$ cat src/rtl/daq_fe_pkg.sv
package daq_fe_pkg;
  localparam int ADDR_W = 5;
  localparam logic [ADDR_W-1:0] A_DATA_LO = 5'h00;
  localparam logic [ADDR_W-1:0] A_DATA_HI = 5'h01;
  localparam logic [ADDR_W-1:0] A_CHAN    = 5'h02;
  localparam logic [ADDR_W-1:0] A_DIO     = 5'h03;
  localparam logic [ADDR_W-1:0] A_DAC0_LO = 5'h04;
  localparam logic [ADDR_W-1:0] A_DAC0_HI = 5'h05;
  localparam logic [ADDR_W-1:0] A_DAC1_LO = 5'h06;
  localparam logic [ADDR_W-1:0] A_DAC1_HI = 5'h07;
  localparam logic [ADDR_W-1:0] A_STAT    = 5'h08;
  localparam logic [ADDR_W-1:0] A_CTRL    = 5'h09;
  localparam logic [ADDR_W-1:0] A_CFG     = 5'h11;
  localparam logic [ADDR_W-1:0] A_TMR_LO  = 5'h12;
  localparam logic [ADDR_W-1:0] A_TMR_HI  = 5'h15;

  typedef enum logic [1:0] {UL_IDLE, UL_KEY1, UL_KEY2} unlock_t;
endpackage

$ cat src/rtl/daq_bank_unlock.sv
module daq_bank_unlock #(
  parameter logic [3:0] KEY1 = 4'h3,
  parameter logic [3:0] KEY2 = 4'hB,
  parameter logic [3:0] KEY3 = 4'hA
) (
  input  logic       clk,
  input  logic       rst_n,
  input  logic       cfg_wr,
  input  logic [3:0] nib,
  output logic       bank_en
);
  import daq_fe_pkg::*;
  unlock_t st_q;

  always_ff @(posedge clk) begin
    if (!rst_n) begin
      st_q    <= UL_IDLE;
      bank_en <= 1'b0;
    end else if (cfg_wr) begin
      unique case (st_q)
        UL_KEY1: st_q <= (nib == KEY2) ? UL_KEY2 : ((nib == KEY1) ? UL_KEY1 : UL_IDLE);
        UL_KEY2: begin
          if (nib == KEY3) begin
            bank_en <= 1'b1;
            st_q    <= UL_IDLE;
          end else begin
            st_q <= (nib == KEY1) ? UL_KEY1 : UL_IDLE;
          end
        end
        default: st_q <= (nib == KEY1) ? UL_KEY1 : UL_IDLE;
      endcase
    end
  end


  bank_sticky_chk: assert property (@(posedge clk) disable iff (!rst_n)
    bank_en |=> bank_en);

  bank_key_chk: assert property (@(posedge clk) disable iff (!rst_n)
    $rose(bank_en) |-> $past(cfg_wr && nib == KEY3));
endmodule

$ cat src/rtl/daq_conv_timer.sv
module daq_conv_timer #(
  parameter int FRAME_W = 16,
  parameter int NCH     = 16,
  parameter int SAMP_W  = 16,
  localparam int IDX_W  = $clog2(NCH)
) (
  input  logic                  clk,
  input  logic                  rst_n,
  input  logic                  start,
  input  logic [FRAME_W-1:0]    frame_len,
  input  logic [IDX_W-1:0]      sel_idx,
  input  logic [NCH*SAMP_W-1:0] samples,
  output logic                  busy,
  output logic [SAMP_W-1:0]     data
);
  logic [FRAME_W-1:0] cnt_q;
  logic [IDX_W-1:0]   idx_q;
  logic [SAMP_W-1:0]  pick;

  always_comb pick = samples[idx_q*SAMP_W +: SAMP_W];

  always_ff @(posedge clk) begin
    if (!rst_n) begin
      busy  <= 1'b0;
      cnt_q <= '0;
      idx_q <= '0;
      data  <= '0;
    end else if (busy) begin
      if (cnt_q == '0) begin
        busy <= 1'b0;
        data <= pick;
      end else begin
        cnt_q <= cnt_q - 1'b1;
      end
    end else if (start) begin
      busy  <= 1'b1;
      cnt_q <= frame_len;
      idx_q <= sel_idx;
    end
  end


  busy_hold_chk: assert property (@(posedge clk) disable iff (!rst_n)
    (busy && cnt_q != '0) |=> busy);

  busy_start_chk: assert property (@(posedge clk) disable iff (!rst_n)
    (!busy && !start) |=> !busy);

  strobe_ignored_chk: assert property (@(posedge clk) disable iff (!rst_n)
    (busy && start && cnt_q != '0) |=> (cnt_q == $past(cnt_q) - 1'b1));

  data_hold_chk: assert property (@(posedge clk) disable iff (!rst_n)
    !busy |=> $stable(data));
endmodule

$ cat src/rtl/daq_reg_frontend.sv
module daq_reg_frontend #(
  parameter int FRAME_W = 16,
  parameter int NCH     = 16,
  parameter int SAMP_W  = 16,
  parameter int DIO_W   = 4,
  localparam int IDX_W  = $clog2(NCH)
) (
  input  logic                  clk,
  input  logic                  rst_n,
  input  logic [4:0]            bus_addr,
  input  logic                  bus_wr,
  input  logic                  bus_rd,
  input  logic [7:0]            bus_wdata,
  output logic [7:0]            bus_rdata,
  output logic                  bus_rvalid,
  input  logic [FRAME_W-1:0]    frame_len,
  input  logic [NCH*SAMP_W-1:0] samples,
  input  logic                  diff_mode,
  input  logic [DIO_W-1:0]      din,
  output logic [DIO_W-1:0]      dout,
  output logic [15:0]           dac0,
  output logic [15:0]           dac1,
  output logic [1:0]            gain,
  output logic                  unipolar,
  output logic [1:0]            trig_src,
  output logic                  conv_busy,
  output logic                  tmr_bank_en,
  output logic                  tmr_sel,
  input  logic [7:0]            tmr_rdata
);
  import daq_fe_pkg::*;

  logic [7:0]        chan_q, ctrl_q, cfg_q;
  logic [SAMP_W-1:0] adc_word;
  logic [IDX_W-1:0]  sel_idx;
  logic              in_tmr, wr_strobe, wr_cfg;
  logic [7:0]        rd_mux;

  always_comb begin
    in_tmr    = (bus_addr >= A_TMR_LO) && (bus_addr <= A_TMR_HI);
    tmr_sel   = (bus_wr || bus_rd) && in_tmr && tmr_bank_en;
    wr_strobe = bus_wr && (bus_addr == A_DATA_LO);
    wr_cfg    = bus_wr && (bus_addr == A_CFG);
    sel_idx   = chan_q[IDX_W-1:0];
    if (diff_mode) sel_idx[IDX_W-1] = 1'b0;
    gain      = cfg_q[1:0];
    unipolar  = cfg_q[2];
    trig_src  = ctrl_q[1:0];
  end

  daq_conv_timer #(.FRAME_W(FRAME_W), .NCH(NCH), .SAMP_W(SAMP_W)) u_timer (
    .clk(clk), .rst_n(rst_n), .start(wr_strobe), .frame_len(frame_len),
    .sel_idx(sel_idx), .samples(samples), .busy(conv_busy), .data(adc_word));

  daq_bank_unlock u_unlock (
    .clk(clk), .rst_n(rst_n), .cfg_wr(wr_cfg), .nib(bus_wdata[7:4]),
    .bank_en(tmr_bank_en));

  always_ff @(posedge clk) begin
    if (!rst_n) begin
      chan_q <= '0;
      ctrl_q <= '0;
      cfg_q  <= '0;
      dac0   <= '0;
      dac1   <= '0;
      dout   <= '0;
    end else if (bus_wr) begin
      unique case (bus_addr)
        A_CHAN:    chan_q     <= bus_wdata;
        A_DIO:     dout       <= bus_wdata[DIO_W-1:0];
        A_DAC0_LO: dac0[7:0]  <= bus_wdata;
        A_DAC0_HI: dac0[15:8] <= bus_wdata;
        A_DAC1_LO: dac1[7:0]  <= bus_wdata;
        A_DAC1_HI: dac1[15:8] <= bus_wdata;
        A_CTRL:    ctrl_q     <= bus_wdata;
        A_CFG:     cfg_q      <= bus_wdata;
        default: ;
      endcase
    end
  end

  always_comb begin
    rd_mux = 8'h00;
    unique case (bus_addr)
      A_DATA_LO: rd_mux = adc_word[7:0];
      A_DATA_HI: rd_mux = adc_word[15:8];
      A_CHAN:    rd_mux = chan_q;
      A_DIO:     rd_mux = 8'(din);
      A_STAT:    rd_mux = {conv_busy, 1'b0, diff_mode, 5'b0};
      A_CTRL:    rd_mux = ctrl_q;
      A_CFG:     rd_mux = cfg_q;
      default:   rd_mux = (in_tmr && tmr_bank_en) ? tmr_rdata : 8'h00;
    endcase
  end

  always_ff @(posedge clk) begin
    if (!rst_n) begin
      bus_rvalid <= 1'b0;
      bus_rdata  <= '0;
    end else begin
      bus_rvalid <= bus_rd;
      if (bus_rd) bus_rdata <= rd_mux;
    end
  end


  rvalid_timing_chk: assert property (@(posedge clk) disable iff (!rst_n)
    bus_rvalid |-> $past(bus_rd));

  tmr_gate_chk: assert property (@(posedge clk) disable iff (!rst_n)
    tmr_sel |-> tmr_bank_en);

  dac_hold_chk: assert property (@(posedge clk) disable iff (!rst_n)
    !bus_wr |=> ($stable(dac0) && $stable(dac1)));
endmodule

$ cat config.mk
export PLATFORM = sky130hd
export DESIGN_NAME = daq_reg_frontend
export DESIGN_NICKNAME = d
export VERILOG_FILES = /design/src/rtl/daq_fe_pkg.sv /design/src/rtl/daq_bank_unlock.sv /design/src/rtl/daq_conv_timer.sv /design/src/rtl/daq_reg_frontend.sv
export SDC_FILE = /design/constraint.sdc
export NUM_CORES = 1
export LEC_CHECK = 0
export ABC_AREA = 1
export ABC_CLOCK_PERIOD_IN_PS = 1700
export CAP_MARGIN = 40
export CORE_MARGIN = 2
export CORE_UTILIZATION = 42
export CTS_CLUSTER_DIAMETER = 40
export CTS_CLUSTER_SIZE = 8
export DETAILED_ROUTE_END_ITERATION = 16
export PLACE_DENSITY_LB_ADDON = 0.08
export RECOVER_POWER = 25
export SLEW_MARGIN = 20
export SYNTH_ARGS = -nofsm -noshare
export SYNTH_HDL_FRONTEND = slang
export SYNTH_SLANG_ARGS = --single-unit
$ cat constraint.sdc
create_clock -name clk -period 1.7 [get_ports clk]
set_input_delay 0.34 -clock clk [delete_from_list [all_inputs] [get_ports clk]]
set_output_delay 0.34 -clock clk [all_outputs]
set_load 0.02 [all_outputs]
==> metrics, run 1 <==
row cnt 48; Worst-Margin Slew 0.481 ns; CP cell instances clkdlybuf4s50_1; Hold Crit Depth 3; wire per inst 17.3 µm; routed wire length 32.6 mm; Slew headroom 67.8%; DPL Wire Length 25.2 mm; via count 9919; vias in the first global route 8872; final setup vio count 0; placed instance count 1853; CTS clock-pin slew for the worst setup and hold paths 0.07 ns; RD Place Congestion 0.971; largest net degree at the start of global routing 61; 1st-iter DRT viols 721; number of distinct library cells after synthesis 38; Syn Nets 1591; Syn Area/Cell 5.85 µm²; Die ar. 0.0190 mm²; count of hold-fix buffers inserted at cts 0; grt total ovfl 0; Max Cap Viol 0; DRC errors left 0; CTS root buf clkbuf_16; post-route setup slack 0.0366 ns; stages on the worst setup path 1; Critical Path Sink Type primary output; Cells after Synth 1286; Highest Clock Rate 601 MHz; fill cell count 1594; P_leak 5.03 nW; Worst Setup Start Kind flip-flop; Cell Area, Synth 0.00753 mm²; DIE WIDTH 138 µm; Worst Path Required 1.36 ns; Slowest Stage Delay on Critical Path 0.62 ns; family with the most delay on the worst path buffers and inverters; commonest non-fill, non-tap cell in the layout clkdlybuf4s50_1; CTS tree built; I/O Buffers 354; First-pass DRT Iterations 5; Power Density 530 mW/mm²; Final ANT Viol Nets 0; Worst Setup SP dout[2]; synthesis-stage register bit count 109; Tmin final 1.66 ns; io pins 355; HP Class input pin to flip-flop; Core Box Area 0.0174 mm²; first-pass GRT wire length 47.5 mm; Max clock buf depth 2; VDD IR max 0.000518 V; fraction of layout cells with a size suffix above 1 8.61%; Yosys warning count 0; post-route insts no fill 1881; htree depth 3; final setup TNS 0 ns; Setup WS pre-CTS -0.562 ns; commonest cells after routing, fill and taps aside clkdlybuf4s50_1, nor2_1, o21ai_0; Critical-path top delay cell clkdlybuf4s50_1; vias per cell 5.27; crit-path max FO 2; footprint of the multi-input gates 0.00456 mm²; Crit path buffers/inverters 1; Inserted Clock Buffers 9; critical setup path kind flip-flop to primary output; Reg2Reg Depth 8; max-slew violation count 0; synthesis-to-layout area growth 61.6%; register area 0.00219 mm²; gr usage total 32.5%; Die Y 138 µm; skew final 0.00972 ns; Hold Vio Cnt, Final 0; Worst Path Arrival 1.32 ns; sequential fraction of the synthesis area 29.0%; overall power 6.44 mW; Initial Util 43.2%; Nets 1950; Clock Sinks 109; clk_lat worst skew 0.35 ns; r2r setup slk 0.12 ns; RSZ-0062 raised after global routing true; initial antenna violation count 6; Hold Startpoint rst_n; r2r startpoint u_timer.idx_q[0]; fin crit share 97.8%; status completed
path summary, 6_finish.rpt:
path / end
setup / recovery: dout[2]
hold / removal: u_timer.cnt_q[13]
setup reg to reg: u_timer.data[4]
hold reg to reg: dac1[13]
area by class of cell:
class / count / share of cell area [%]
antenna: 6 / 0.123
inverter: 120 / 3.72
clock inverter: 5 / 0.658
sequential: 109 / 18.0
clock buffer: 11 / 1.99
tap: 225 / 2.31
multi-input combinational: 966 / 37.5
timing repair buffer: 439 / 35.7
per-layer routing:
| metal | vias to the layer above | global-route usage (%) | share of wire (%) |
|---|---|---|---|
| li1 | 4932 | - | - |
| met3 | 55 | 6.43 | 8.3 |
| met4 | 0 | 11.9 | 3.0 |
| met2 | 436 | 55.2 | 48 |
| met1 | 4496 | 40.8 | 41 |
| met5 | - | 0 | 0 |
metrics by stage:
stage | hold slack, ns | utilization (%) | instance area (µm²)
floorplan | 0.425 | - | 7530
global placement | 0.434 | 67.3 | 11700
detailed placement | 0.434 | 67.3 | 11700
CTS | 0.369 | 69.1 | 12000
global route | 0.391 | 69.9 | 12200
finish | 0.379 | 69.9 | 12200
logic make-up (layout without fill, tap and decap cells):
logic type      after synthesis  after routing  share of synthesized area, %
compound gates              328            328                          22.9
buf+inv                     211            575                          11.6
other cells                   0              6                             0
xor+xnor                      3              3                         0.349
flops                       109            109                          29.0
fa+ha+maj                     3              3                         0.499
simple gates                631            631                          35.6
mux                           1              1                         0.133
registers in the layout (all words and copies together) (netlist names):
| name | flops |
|---|---|
| dac0 | 16 |
| dac1 | 16 |
| u_timer.cnt_q | 16 |
| u_timer.data | 16 |
| bus_rdata | 8 |
| cfg_q | 8 |
| chan_q | 8 |
| ctrl_q | 8 |
| dout | 4 |
| u_timer.idx_q | 4 |
| u_unlock.st_q | 2 |
| bus_rvalid | 1 |
| u_timer.busy | 1 |
| u_unlock.bank_en | 1 |
power breakdown:
part	internal [mW]	leakage, nW	switching [mW]	total (mW)
clock network	1.34	0.160	0.965	2.30
logic	0.908	3.98	0.623	1.53
registers	2.59	0.883	0.0238	2.61
synth_stat cells:
master	n	share of area [%]
buf_4	9	0.90
nand3_2	1	0.13
nand4_2	1	0.17
o21ai_0	200	13
clkinv_1	3	0.15
dfxtp_1	109	29
o21a_1	8	0.80
nor2_1	302	15
o211ai_1	16	1.6
ha_1	3	0.50
buf_1	10	0.50
nand4_1	2	0.17
nor2_2	3	0.25
o21ai_1	7	0.47
nand2_2	1	0.083
buf_2	24	1.6
nand2_1	154	7.7
o21bai_1	4	0.40
nand3_1	150	10
a21oi_1	84	5.6
nand3_4	1	0.23
mux2i_1	1	0.13
buf_6	2	0.30
a21boi_0	1	0.10
nor3_1	4	0.27
nor3_2	1	0.13
nor3_4	1	0.22
nor2_8	1	0.27
or2_2	4	0.33
nor4_1	2	0.17
xnor2_1	2	0.23
o22ai_1	8	0.66
inv_1	114	5.7
clkbuf_1	46	2.3
xor2_1	1	0.12
nand2_4	1	0.15
inv_2	3	0.15
nor2_4	2	0.30
timing repair:
item,in CTS,in global routing
cloned,0,1
setup buffers,0,5
pin swaps,0,9
resized for setup,10,50
setup endpoints to repair,5,81
hold endpoints to repair,0,0
No activity file was read; power rests on OpenSTA's default activity.
==> run 2, diff against run 1 <==
--- a/config.mk
+++ b/config.mk
@@ -8,13 +8,14 @@
 export ABC_AREA = 1
 export ABC_CLOCK_PERIOD_IN_PS = 1700
 export CAP_MARGIN = 40
-export CORE_MARGIN = 2
-export CORE_UTILIZATION = 42
+export CORE_AREA = 2 2 140 142
+export CTS_BUF_LIST = sky130_fd_sc_hd__clkbuf_4
 export CTS_CLUSTER_DIAMETER = 40
 export CTS_CLUSTER_SIZE = 8
 export DETAILED_ROUTE_END_ITERATION = 16
+export DIE_AREA = 0 0 142 144
 export PLACE_DENSITY_LB_ADDON = 0.08
-export RECOVER_POWER = 25
+export RECOVER_POWER = 100
 export SLEW_MARGIN = 20
 export SYNTH_ARGS = -nofsm -noshare
 export SYNTH_HDL_FRONTEND = slang
==> run 2 against run 1 <==
  * The flow now finishes with violations (setup timing)
  * Combinational power is essentially flat
  * Sequential cell count did not move
  * Die area is 7.6% higher
  * Setup slack worse by 0.089 ns
  * Clock skew grew 0.0093 ns
  * Design area down 1.9%
  * Core utilization is 7.3 points lower
  * Critical path depth is 7 higher
  * Critical path type is now input pin to flip-flop
  * Largest power group unchanged
==> metrics, run 2 (synthesis gave the netlist of run 1 again) <==
first-pass GRT wire length 48.6 mm (+2.4%); critical setup path kind input pin to flip-flop; Final ANT Viol Nets 0 (unchanged); DIE WIDTH 142 µm (+3.0%); status finished with violations; grt total ovfl 0 (unchanged); clk_lat worst skew 0.49 ns (+0.14 ns); skew final 0.0191 ns (+0.00935 ns); initial antenna violation count 1 (-5); via count 9807 (-1.1%); Initial Util 39.5% (-3.8 points); HP Class input pin to flip-flop; routed wire length 32.4 mm (-0.63%); Slew headroom 76.3% (+8.4 points); Worst Path Arrival 2.15 ns (+0.83 ns); CTS root buf clkbuf_4; synthesis-to-layout area growth 58.5%; CTS clock-pin slew for the worst setup and hold paths 0.17 ns (+0.10 ns); Hold Vio Cnt, Final 0 (unchanged); Worst-Margin Slew 0.356 ns (-0.125 ns); Die ar. 0.0204 mm² (+7.6%); Sw Share 27.9% (+2.9 points); Power Density 478 mW/mm² (-9.7%); Max clock buf depth 2 (unchanged); vias in the first global route 9082 (+2.4%); Max Cap Viol 0 (unchanged); final setup vio count 29 (+29); I/O Buffers 354 (unchanged); Final Core Density 62.6% (-7.3 points); Clock Power Share 27.9% (-7.8 points); row cnt 51 (+6.3%); fill cell count 1880 (+18%); DRC errors left 0 (unchanged); Worst Path Required 2.10 ns (+0.74 ns); VDD IR max 0.000505 V (-2.3%); Clock Sinks 109 (unchanged); commonest cells after routing, fill and taps aside nor2_1, clkdlybuf4s50_1, o21ai_0; fin crit share 103% (+5.2 points); DPL Wire Length 25.2 mm (about the same); Die Y 144 µm (+4.4%); Post-DP Area 0.0118 mm² (+0.99%); Slowest Stage Delay on Critical Path 0.67 ns (+0.05 ns); final setup TNS -0.655 ns (-0.655 ns); Tmin final 1.75 ns (+0.0887 ns); post-route setup slack -0.0521 ns (-0.0887 ns); Inserted Clock Buffers 9 (unchanged); io pins 355 (unchanged); commonest non-fill, non-tap cell in the layout nor2_1; final instance area 0.0119 mm² (-1.9%); RD Place Congestion 0.949 (-2.3%); combinational fraction of design power 26.3% (+2.5 points); Core Box Area 0.0191 mm² (+9.5%); crit-path max FO 8 (+6); CP cell instances dlygate4sd3_1 > clkbuf_1 > nand2_1 > nor3_2 > buf_4 > nand2_1 > nand2_1 > a21oi_1; footprint of the multi-input gates 0.00448 mm² (-1.9%); P_leak 5.19 nW (+3.2%); Critical-path top delay cell dlygate4sd3_1; wire per inst 17.0 µm (-1.6%); Highest Clock Rate 571 MHz (-5.1%); Seq pwr share 45.8% (+5.3 points); fraction of layout cells with a size suffix above 1 8.61% (about the same); vias per cell 5.16 (-2.1%); First-pass DRT Iterations 5 (unchanged); failing checks setup timing; P_int 4.12 mW (-15%); largest net degree at the start of global routing 81 (+33%); Worst Setup Start Kind input pin; htree depth 3 (unchanged); Nets 1961 (+0.56%); RSZ-0062 raised after global routing true; max-slew violation count 0 (unchanged); register area 0.00219 mm² (about the same); gr usage total 30.5% (-2.0 points); Net Sw Power 1.59 mW (-1.2%); CTS tree built; hold slack 0.218 ns (-0.161 ns); Top cell by count, worst path nand2_1; Critical Path Sink Type flip-flop; 1st-iter DRT viols 648 (-10%)
## run 2: per-layer routing
metal | track usage, % | share of wire [%] | vias up
li1 | - | - | 4932
met1 | 37.6 | 43 | 4468
met2 | 53.5 | 47 | 360
met3 | 7.05 | 7.5 | 47
met4 | 8.53 | 2.5 | 0
met5 | 0 | 0 | -
## run 2: worst paths after layout
check / from / end / cells after the start / slack, ns
hold / removal: rst_n / u_timer.cnt_q[14] / 3 / 0.22
setup / recovery: bus_wr / dac0[15] / 8 / -0.05
setup reg to reg: u_timer.idx_q[0] / u_timer.data[15] / 10 / 0.05
hold reg to reg: dac1[14] / dac1[14] / 2 / 0.45
## run 2: worst max-delay path: cells and delay by family
kind                   cells  cell delay [ns]
AO/OA/AOI/OAI              1             0.06
AND/OR/NAND/NOR            4             0.62
buffers and inverters      3             1.11
## run 2: repair_timing
action / 4_1_cts / 5_1_grt
hold endpoints to repair: 0 / 0
pin swaps: 1 / 4
hold buffers: 0 / 0
gates resized for setup: 60 / 14
setup endpoints to repair: 56 / 29
setup buffers: 0 / 2
## run 2: cell type report
| cell class | instances | share of cell area (%) |
|---|---|---|
| Antenna cell | 1 | 0.0210 |
| Clock buffer | 9 | 0.566 |
| Tap cell | 238 | 2.50 |
| Inverter | 120 | 3.77 |
| Multi-Input combinational cell | 966 | 37.5 |
| Clock inverter | 7 | 0.975 |
| Timing Repair Buffer | 450 | 36.3 |
| Sequential cell | 109 | 18.3 |
## run 2: through the flow
step | worst slack [ns] | power (mW) | cells
finish | -0.0521 | 5.71 | 1900
global route | -0.168 | 5.99 | 1900
CTS | -0.177 | 5.76 | 1897
detailed placement | -0.533 | 4.18 | 1881
global placement | -0.529 | 4.17 | 1881
floorplan | 0.132 | 3.18 | 1286
## run 2: power groups by stage
stage / combinational (mW) / sequential, mW / clock [mW]
finish: 1.50 / 2.62 / 1.59
global route: 1.63 / 2.62 / 1.74
CTS: 1.51 / 2.62 / 1.64
detailed placement: 1.51 / 2.67 / 0
global placement: 1.50 / 2.67 / 0
floorplan: 0.489 / 2.69 / 0
